$ cat config.mk
export PLATFORM = sky130hd
export DESIGN_NAME = alu_flagged
export DESIGN_NICKNAME = d
export VERILOG_FILES = /design/src/rtl/alu_flagged_pkg.sv /design/src/rtl/alu_compare.sv /design/src/rtl/alu_arith.sv /design/src/rtl/alu_flag_reg.sv /design/src/rtl/alu_flagged.sv
export SDC_FILE = /design/constraint.sdc
export NUM_CORES = 1
export LEC_CHECK = 0
export BUFFER_PORTS_ARGS = -buffer_cell sky130_fd_sc_hd__buf_2
export CORE_ASPECT_RATIO = 0.8
export CORE_MARGIN = 5
export CORE_UTILIZATION = 50
export DETAILED_ROUTE_END_ITERATION = 8
export PLACE_DENSITY_LB_ADDON = 0.08
export SYNTH_ARGS = -nofsm -noshare
export SYNTH_HDL_FRONTEND = slang
export SYNTH_SLANG_ARGS = --single-unit
$ cat constraint.sdc
create_clock -name clk -period 4 [get_ports clk]
set_input_delay 0.2 -clock clk [delete_from_list [all_inputs] [get_ports clk]]
set_output_delay 0.2 -clock clk [all_outputs]
set_load 0.03 [all_outputs]
$ cat src/rtl/alu_flagged_pkg.sv
package alu_flagged_pkg;
  typedef enum logic [1:0] {
    OP_PASS_B = 2'b00,
    OP_SUB    = 2'b01,
    OP_MUL    = 2'b10,
    OP_CMP    = 2'b11
  } alu_op_e;

  typedef struct packed {
    logic ge;
    logic eq;
  } cmp_flags_t;
endpackage

$ cat src/rtl/alu_compare.sv
module alu_compare #(
  parameter int W = 8
) (
  input  logic [W-1:0]                  a,
  input  logic [W-1:0]                  b,
  output alu_flagged_pkg::cmp_flags_t   flags
);
  always_comb begin
    flags.ge = (a >= b);
    flags.eq = (a == b);
  end
endmodule

$ cat src/rtl/alu_arith.sv
module alu_arith #(
  parameter int W = 8
) (
  input  alu_flagged_pkg::alu_op_e op,
  input  logic [W-1:0]             a,
  input  logic [W-1:0]             b,
  output logic [W-1:0]             y
);
  import alu_flagged_pkg::*;

  logic [W-1:0] diff;
  logic [W-1:0] prod;

  assign diff = a - b;
  assign prod = a * b;

  always_comb begin
    unique case (op)
      OP_PASS_B: y = b;
      OP_SUB:    y = diff;
      OP_MUL:    y = prod;
      OP_CMP:    y = '0;
      default:   y = '0;
    endcase
  end
endmodule

$ cat src/rtl/alu_flag_reg.sv
module alu_flag_reg (
  input  logic                         clk,
  input  logic                         rst_n,
  input  logic                         load,
  input  alu_flagged_pkg::cmp_flags_t  d,
  output alu_flagged_pkg::cmp_flags_t  q
);
  always_ff @(posedge clk or negedge rst_n) begin
    if (!rst_n) begin
      q <= '0;
    end else if (load) begin
      q <= d;
    end
  end
endmodule

$ cat src/rtl/alu_flagged.sv
module alu_flagged #(
  parameter int W = 8
) (
  input  logic         clk,
  input  logic         rst_n,
  input  logic [1:0]   op_code,
  input  logic [W-1:0] operand_a,
  input  logic [W-1:0] operand_b,
  input  logic         flag_capture_en,
  output logic [W-1:0] alu_result,
  output logic         live_ge,
  output logic         live_eq,
  output logic         flag_ge_q,
  output logic         flag_eq_q
);
  import alu_flagged_pkg::*;

  alu_op_e    op;
  cmp_flags_t live_flags;
  cmp_flags_t held_flags;
  logic       capture;

  assign op      = alu_op_e'(op_code);
  assign capture = flag_capture_en && (op == OP_CMP);

  alu_arith #(.W(W)) u_arith (
    .op (op),
    .a  (operand_a),
    .b  (operand_b),
    .y  (alu_result)
  );

  alu_compare #(.W(W)) u_cmp (
    .a     (operand_a),
    .b     (operand_b),
    .flags (live_flags)
  );

  alu_flag_reg u_flags (
    .clk   (clk),
    .rst_n (rst_n),
    .load  (capture),
    .d     (live_flags),
    .q     (held_flags)
  );

  assign live_ge   = live_flags.ge;
  assign live_eq   = live_flags.eq;
  assign flag_ge_q = held_flags.ge;
  assign flag_eq_q = held_flags.eq;
endmodule

==> Word-level counts from Yosys, hierarchy flattened <==
Index checks and enable logic that the tools add are counted.
{ "classes": {"n_mux": 1, "order_cmp": 1, "add_sub_neg": 1, "n_reduce_logical": 2, "n_eq_ne": 4, "n_mul": 1} }
{ "ops": {"columns": ["cell", "count"], "rows": [
  ["$pmux 8 s4", 1],
  ["$eq 8x8->1", 1],
  ["$ge 8x8->1", 1],
  ["$mul 8x8->8", 1],
  ["$sub 8x8->8", 1],
  ["$eq 2x2->1 const B", 2],
  ["$eq 2x1->1 const B", 1],
  ["$logic_not 2->1", 1],
  ["$logic_and 1x1->1", 1]
]} }
{ "totals": {"wordCells": 12, "regBits": 2, "output_inout_bits": 12} }

==> Logic depth before layout (Yosys ltp) <==
Gate-level depths: netlist of run 1.
{ "depth": {"depth_word": 2, "depth_mapped": 16} }

==> Modules after synthesis <==
From an unflattened synthesis of run 1, not the netlist that was laid out.
{ "hier_totals": {"hier_cells": 206, "hier_area_um2": 1672.9} }
{ "modules_own_cells": {"columns": ["module", "area_per_inst_um2", "instances", "cells_each"], "rows": [
  ["alu_arith", 1386.3, 1, 171],
  ["alu_compare", 207.7, 1, 30],
  ["alu_flag_reg", 72.6, 1, 4],
  ["alu_flagged", 6.3, 1, 1]
]} }

==> Worst setup path after synthesis of run 1 <==
No wires, ideal clock.
{ "synth_timing": {"path_kind": "input to output", "from": "input operand_b[4]", "to": "output alu_result[7]", "required_ns": 3.800, "stages": 14, "n_path_buf": 0, "arrival_ns": 3.968, "path_slack_ns": -0.168, "path_cell_list": "nand2_1 fa_1 fa_1 inv_1 fa_1 inv_1 fa_1 inv_1 ha_1 a21oi_1 xnor3_1 xnor3_1 a211oi_1 a31oi_1"} }
{ "synth_via": {"elab_chain_cells": 2, "elab_cells_between_ends": 3} }
{ "synth_lines": {"columns": ["item", "line", "rtl"], "rows": [
  ["start: declaration", "alu_flagged.sv:8", "input logic [W-1:0] operand_b,"],
  ["$mul 8x8->8 or $sub 8x8->8 (tied branches)", "alu_arith.sv:15, alu_arith.sv:14", null],
  ["$pmux 8 s4 *", "alu_arith.sv:18", "unique case (op)"],
  ["end: declaration", "alu_flagged.sv:10", "output logic [W-1:0] alu_result,"]
]} }
Mark *: on every way between the ends. The rest lies on a longest branch, timed or not.

==> Worst setup path after layout of run 1 <==
{ "layout_timing": {"from": "input operand_a[3]", "to": "output alu_result[7]"} }
{ "layout_via": {"elab_chain_cells": 2, "elab_cells_between_ends": 3} }
{ "layout_lines": {"columns": ["item", "line", "rtl"], "rows": [
  ["start: declaration", "alu_flagged.sv:7", "input logic [W-1:0] operand_a,"],
  ["$mul 8x8->8 or $sub 8x8->8 (tied branches)", "alu_arith.sv:15, alu_arith.sv:14", null],
  ["$pmux 8 s4 *", "alu_arith.sv:18", null]
]} }
Marked as above.

==> impl_metrics.tcl, run 1 <==
set metrics [dict create \
    grt_pass1_vias 1555 \
    initial_core_util 0.5352 \
    skew_ns 0 \
    path_cells "buf_6 -> nand2_2 -> fa_2 -> fa_1 -> inv_2 -> fa_1 -> inv_2 -> fa_1 -> inv_2 -> ha_4 -> a21oi_2 -> xnor3_1 -> xnor3_1 -> a211oi_2 -> a31oi_2 -> buf_6" \
    use_met2 0.3861 \
    nNetsFinal 309 \
    cp_slowest_cell "fa_1" \
    cp_data_required_time_ns 3.80 \
    cts_sinks 2 \
    routedWlPerCell_um 15.04 \
    synthArstFlopShare 1.000 \
    reg2reg_to "u_flags.q[0]" \
    timing.slew.headroom 0.7483 \
    synth_seq_cells 2 \
    path_class "input port to primary output" \
    viasPerCell 5.085 \
    dr.pass1.iters 4 \
    core_um2 2829 \
    antenna_found_initial 0 \
    dp_slack_ns -0.3548 \
    finalSetupViolations 0 \
    cts_tree "yes" \
    routed_wl_um 4256 \
    largest_reg_flops 2 \
    p_leak_nw 1.131 \
    syn-num-nets 248 \
    slowest_delay_ns 0.55 \
    drt_first_iter_violations 26 \
    synthTopCellsByArea "ha_1 23%, fa_1 17%, inv_1 9.2%" \
    fmax_ghz 0.2582 \
    syn_area_um2 1514 \
    min_path_type "input port to async pin" \
    cts.clk_slew.worst_paths_ns 0.03 \
    reg2regPathDepth 1 \
    synth_edf_count 0 \
    cp_max_fo 4 \
    drive_gt1_frac 0.3837 \
    r2r_start "u_flags.q[0]" \
    yosysSeqAreaShare 0.03306 \
    cts-root-buf "clkbuf_8" \
    grtUsageMet3 0.01017 \
    ys_types 35 \
    synth_warnings 0 \
    fin_crit_sh 0.9681 \
    rrSetupSlack_ns 3.22 \
    htree_levels 1 \
    n_antenna_cell 0 \
    largest-register "u_flags.q" \
    die_w_um 71.52 \
    cap_violations 0 \
    netlist_instances 186 \
    cts_buffers 3 \
    vias 1439 \
    cts_buffer_depth 2 \
    track_usage 0.2137 \
    synth_most_common_cell "inv_1" \
    drtAntennaViolNets 0 \
    endpoint_kind "primary output" \
    synthFlopType "dfrtp_1" \
    drc 0 \
    die-area_um2 4235 \
    arrival_ns 3.67 \
    synthToLayoutAreaGrowth_pct 38.84 \
    postSynthAreaPerCell_um2 8.140 \
    grt_max_degree 17 \
    yosysTopAreaCell "ha_1" \
    yosys-top-cells-count "37 x inv_1, 28 x ha_1, 18 x nand2_1, 13 x fa_1" \
    reg.largest.list "u_flags.q: 2 flops" \
    io_buffers 32 \
    ir_drop_v 0.0002468 \
    fin_cells 283 \
    min_period_ns 3.872 \
    place_congestion 0.9183 \
    status "completed" \
    dp_hpwl_um 3552 \
    busiest_layer "met2" \
    grt_overflow 0 \
    grt_pass1_wl_um 7169 \
    place_inst 277 \
    rsz0062_at_grt "yes" \
    use_met1 0.2859 \
    slew_viol_final 0 \
    pwr_density_cell_nw_per_um2 280.3 \
    hold_viol_final 0 \
    p_total_uw 589.3 \
    cp-start-kind "input port" \
    setup_ws_ns 0.1276 \
    clock_latency_ns 0.21 \
    worstMarginPinSlew_ns 0.3775 \
    io_pins 33 \
    die_h_um 59.22 \
    num_rows 17 \
    synth_top_cell_area_share 0.2314 \
]
## where the power goes
| part | switching (mW) | total, mW | internal [mW] |
|---|---|---|---|
| clock | 0.0164 | 0.0801 | 0.0637 |
| combinational | 0.249 | 0.486 | 0.237 |
| sequential | 0.00110 | 0.0235 | 0.0224 |
| total | 0.266 | 0.589 | 0.323 |
## cell usage in the layout, fill, tap and decap left out, types with 7 or more instances in the layout
cell type | synthesis | layout
ha_1 | 28 | 23
nor2_1 | 12 | 11
nand2_1 | 18 | 14
inv_1 | 37 | 29
and2_1 | 7 | 7
buf_2 | 1 | 24
xnor2_1 | 12 | 12
fa_1 | 13 | 10
buf_4 | 0 | 27
inv_2 | 0 | 8
## area by class of cell
cell class / count / area, um2
fillers: 221 / 726.9
repair buffers: 59 / 424.2
well taps: 38 / 47.55
flip-flops and latches: 2 / 50.05
inverters: 37 / 138.9
multi-input cells: 144 / 1400
clock buffers: 3 / 41.29
## repair_timing
item                                    4_1_cts  5_1_grt
gates cloned                                  0        0
setup buffers                                 0        2
hold endpoints to repair                      2        0
pin swaps                                     5       19
hold buffers                                  1        0
resized for setup                            14       30
endpoints found under the setup margin        1        1
## how the worst max path moves through the flow
stage	startpoint	endpoint	slack, ns	depth (start not counted)
global placement	operand_b[3]	alu_result[7]	-0.31	17
global route	operand_a[3]	alu_result[7]	-0.02	16
floorplan	operand_a[3]	alu_result[7]	0.02	15
CTS	operand_b[2]	alu_result[7]	0.02	18
finish	operand_a[3]	alu_result[7]	0.13	16
detailed placement	operand_b[3]	alu_result[7]	-0.35	17
## per-stage QoR
step	util	area [um2]	TNS [ns]	hold WS, ns
4_1_cts	0.7094	2007	0	0.3002
3_5_place_dp	0.6709	1898	-0.3548	-0.01261
5_1_grt	0.7430	2102	-0.01786	0.3374
3_3_place_gp	0.6709	1898	-0.3127	-0.01599
2_1_floorplan	-	1523	0	-0.09559
6_report	0.7430	2102	0	0.3006
## cell families (layout without fill, tap and decap cells)
group,count (synthesis),in the layout,share of synthesized area
buffers and inverters,40,99,0.1000
adder cells (fa/ha/maj),41,41,0.4033
AO/OA/AOI/OAI,28,28,0.1281
XOR/XNOR,18,18,0.1273
AND/OR/NAND/NOR,50,50,0.1611
multiplexers,7,7,0.04711
flip-flops,2,2,0.03306
## per-layer routing
metal	vias up	share of wire
met5	-	0
met4	0	0
met3	0	0.033
met2	28	0.51
met1	683	0.46
li1	728	-
## worst max-delay path, delay by kind of cell
kind / cells / cell delay, ns
adders and majority gates: 5 / 2.13
AOI/OAI and AO/OA: 3 / 0.45
xor gates and xnor gates: 2 / 0.44
buffers and inverters: 5 / 0.37
and+or+nand+nor: 1 / 0.06
No activity file was read; power rests on OpenSTA's default activity.
==> inputs of run 2 (changes only) <==
Settings changed: CORE_ASPECT_RATIO 0.8 to 0.5.
==> run 2 against run 1 <==
  * Critical path depth did not move
  * Maximum frequency down 0.64%
  * Register-to-register slack improved by 0.04 ns
  * Power up 1.1%
  * Cell count is 1.1% higher
  * Hold slack gained 0.011 ns
  * First-iteration DRC count grew 100%
  * Sequential share of layout area about the same
  * Clock skew stayed put
  * Setup slack got worse by 0.025 ns
  * Sequential power is essentially flat
  * Largest power group unchanged
==> impl_metrics.tcl, run 2 (synthesis gave the netlist of run 1 again) <==
set metrics [dict create \
    status "completed" \
    grt_max_degree 17 \
    pwr_density_cell_nw_per_um2 280.7 \
    endpoint_kind "primary output" \
    cts.clk_slew.worst_paths_ns 0.03 \
    ff_latch_area_um2 50.05 \
    io_buffers 32 \
    nNetsFinal 310 \
    cts_tree "yes" \
    p_leak_nw 1.145 \
    worstMarginPinSlew_ns 0.3637 \
    drive_gt1_frac 0.3699 \
    largest-register "u_flags.q" \
    rrSetupSlack_ns 3.26 \
    cts-root-buf "clkbuf_8" \
    skew_ns 0 \
    fmax_ghz 0.2566 \
    n_antenna_cell 0 \
    track_usage 0.2024 \
    min_path_type "input port to async pin" \
    place_inst 280 \
    initial_core_util 0.5114 \
    core_um2 2960 \
    dp_hpwl_um 3373 \
    min_period_ns 3.897 \
    fillers 229 \
    cts_buffers 3 \
    grt_pass1_vias 1458 \
    hold_viol_final 0 \
    grt_overflow 0 \
    layout_common_cells "31 x inv_1, 28 x buf_4, 25 x buf_2" \
    clock_latency_ns 0.21 \
    routed_wl_um 4117 \
    final_common_cell "inv_1" \
    postPlaceCellArea_um2 1908 \
    antenna_found_initial 0 \
    finalSetupViolations 0 \
    tns_ns 0 \
    timing.slew.headroom 0.7575 \
    drc 0 \
    vias 1451 \
    place_congestion 0.9325 \
    path_class "input port to primary output" \
    routedWlPerCell_um 14.40 \
    fin_cells 286 \
    io_pins 33 \
    slew_viol_final 0 \
    drtAntennaViolNets 0 \
    htree_levels 1 \
    fin_area_um2 2122 \
    viasPerCell 5.073 \
    cts_buffer_depth 2 \
    grt_pass1_wl_um 6900 \
    cp_data_required_time_ns 3.80 \
    fin_crit_sh 0.9743 \
    whs_ns 0.3114 \
    multi_input_area_um2 1408 \
    dr.pass1.iters 4 \
    synthToLayoutAreaGrowth_pct 40.17 \
    die_w_um 87.82 \
    cts_sinks 2 \
    arrival_ns 3.70 \
    p_total_uw 595.6 \
    rsz0062_at_grt "yes" \
    reg.largest.list "u_flags.q: 2 flops" \
    die-area_um2 4295 \
    cp_max_fo 6 \
    cp-start-kind "input port" \
    drt_first_iter_violations 52 \
    largest_reg_flops 2 \
    die_h_um 48.91 \
    num_rows 14 \
    cap_violations 0 \
    ir_drop_v 0.0002160 \
]
## run 2: cell types whose count changed in the layout (fill, tap and decap cells not counted), sizes merged
cell  previous run  this run
buf             58        59
## run 2: layout make-up
cell class	instances	share of cell area
Sequential cell	2	0.02358
Clock buffer	3	0.01946
Multi-Input combinational cell	144	0.6633
Tap cell	40	0.02358
Inverter	37	0.06545
Timing Repair Buffer	60	0.2046
## run 2: path summary, 6_finish.rpt
kind	cells after the start	end	start
setup / recovery	16	alu_result[7]	operand_b[2]
hold / removal	2	u_flags.q[1]	rst_n
setup reg to reg	1	u_flags.q[0]	u_flags.q[0]
hold reg to reg	2	u_flags.q[1]	u_flags.q[1]
max in group asynchronous	2	u_flags.q[0]	rst_n
min in group clk	3	u_flags.q[1]	flag_capture_en
## run 2: critical path: stages
cell,delay [ns]
buf_8,0.11
and2_1,0.15
ha_2,0.19
fa_1,0.47
ha_1,0.29
inv_1,0.05
fa_1,0.52
inv_1,0.06
fa_2,0.36
a21o_1,0.19
a21oi_4,0.18
xnor3_1,0.24
xnor3_1,0.20
a211oi_2,0.25
a31oi_2,0.07
buf_6,0.16
## run 2: per-stage QoR
stage	setup WS (ns)	utilization
finish	0.1028	0.7168
global route	-0.04094	0.7168
CTS	0.003690	0.6822
detailed placement	-0.4366	0.6445
global placement	-0.3494	0.6445
floorplan	0.02243	-
## run 2: timing repair
item	4_1_cts	5_1_grt
endpoints found under the setup margin	1	2
endpoints found under the hold margin	2	0
hold buffers	1	0
resized for setup	13	27
setup buffers	0	2
pin swaps	6	16
## run 2: routing by layer
layer / track usage / vias to the layer above / share of wire
li1: - / 732 / -
met1: 0.3049 / 681 / 0.51
met2: 0.3075 / 32 / 0.45
met3: 0.02361 / 6 / 0.031
met4: 0.04082 / 0 / 0.012
met5: 0 / - / 0
## run 2: report_power, final
part / leakage (nW) / internal [mW] / switching (mW)
sequential: 0.0268 / 0.0224 / 0.000847
combinational: 1.10 / 0.242 / 0.252
clock: 0.0216 / 0.0635 / 0.0151
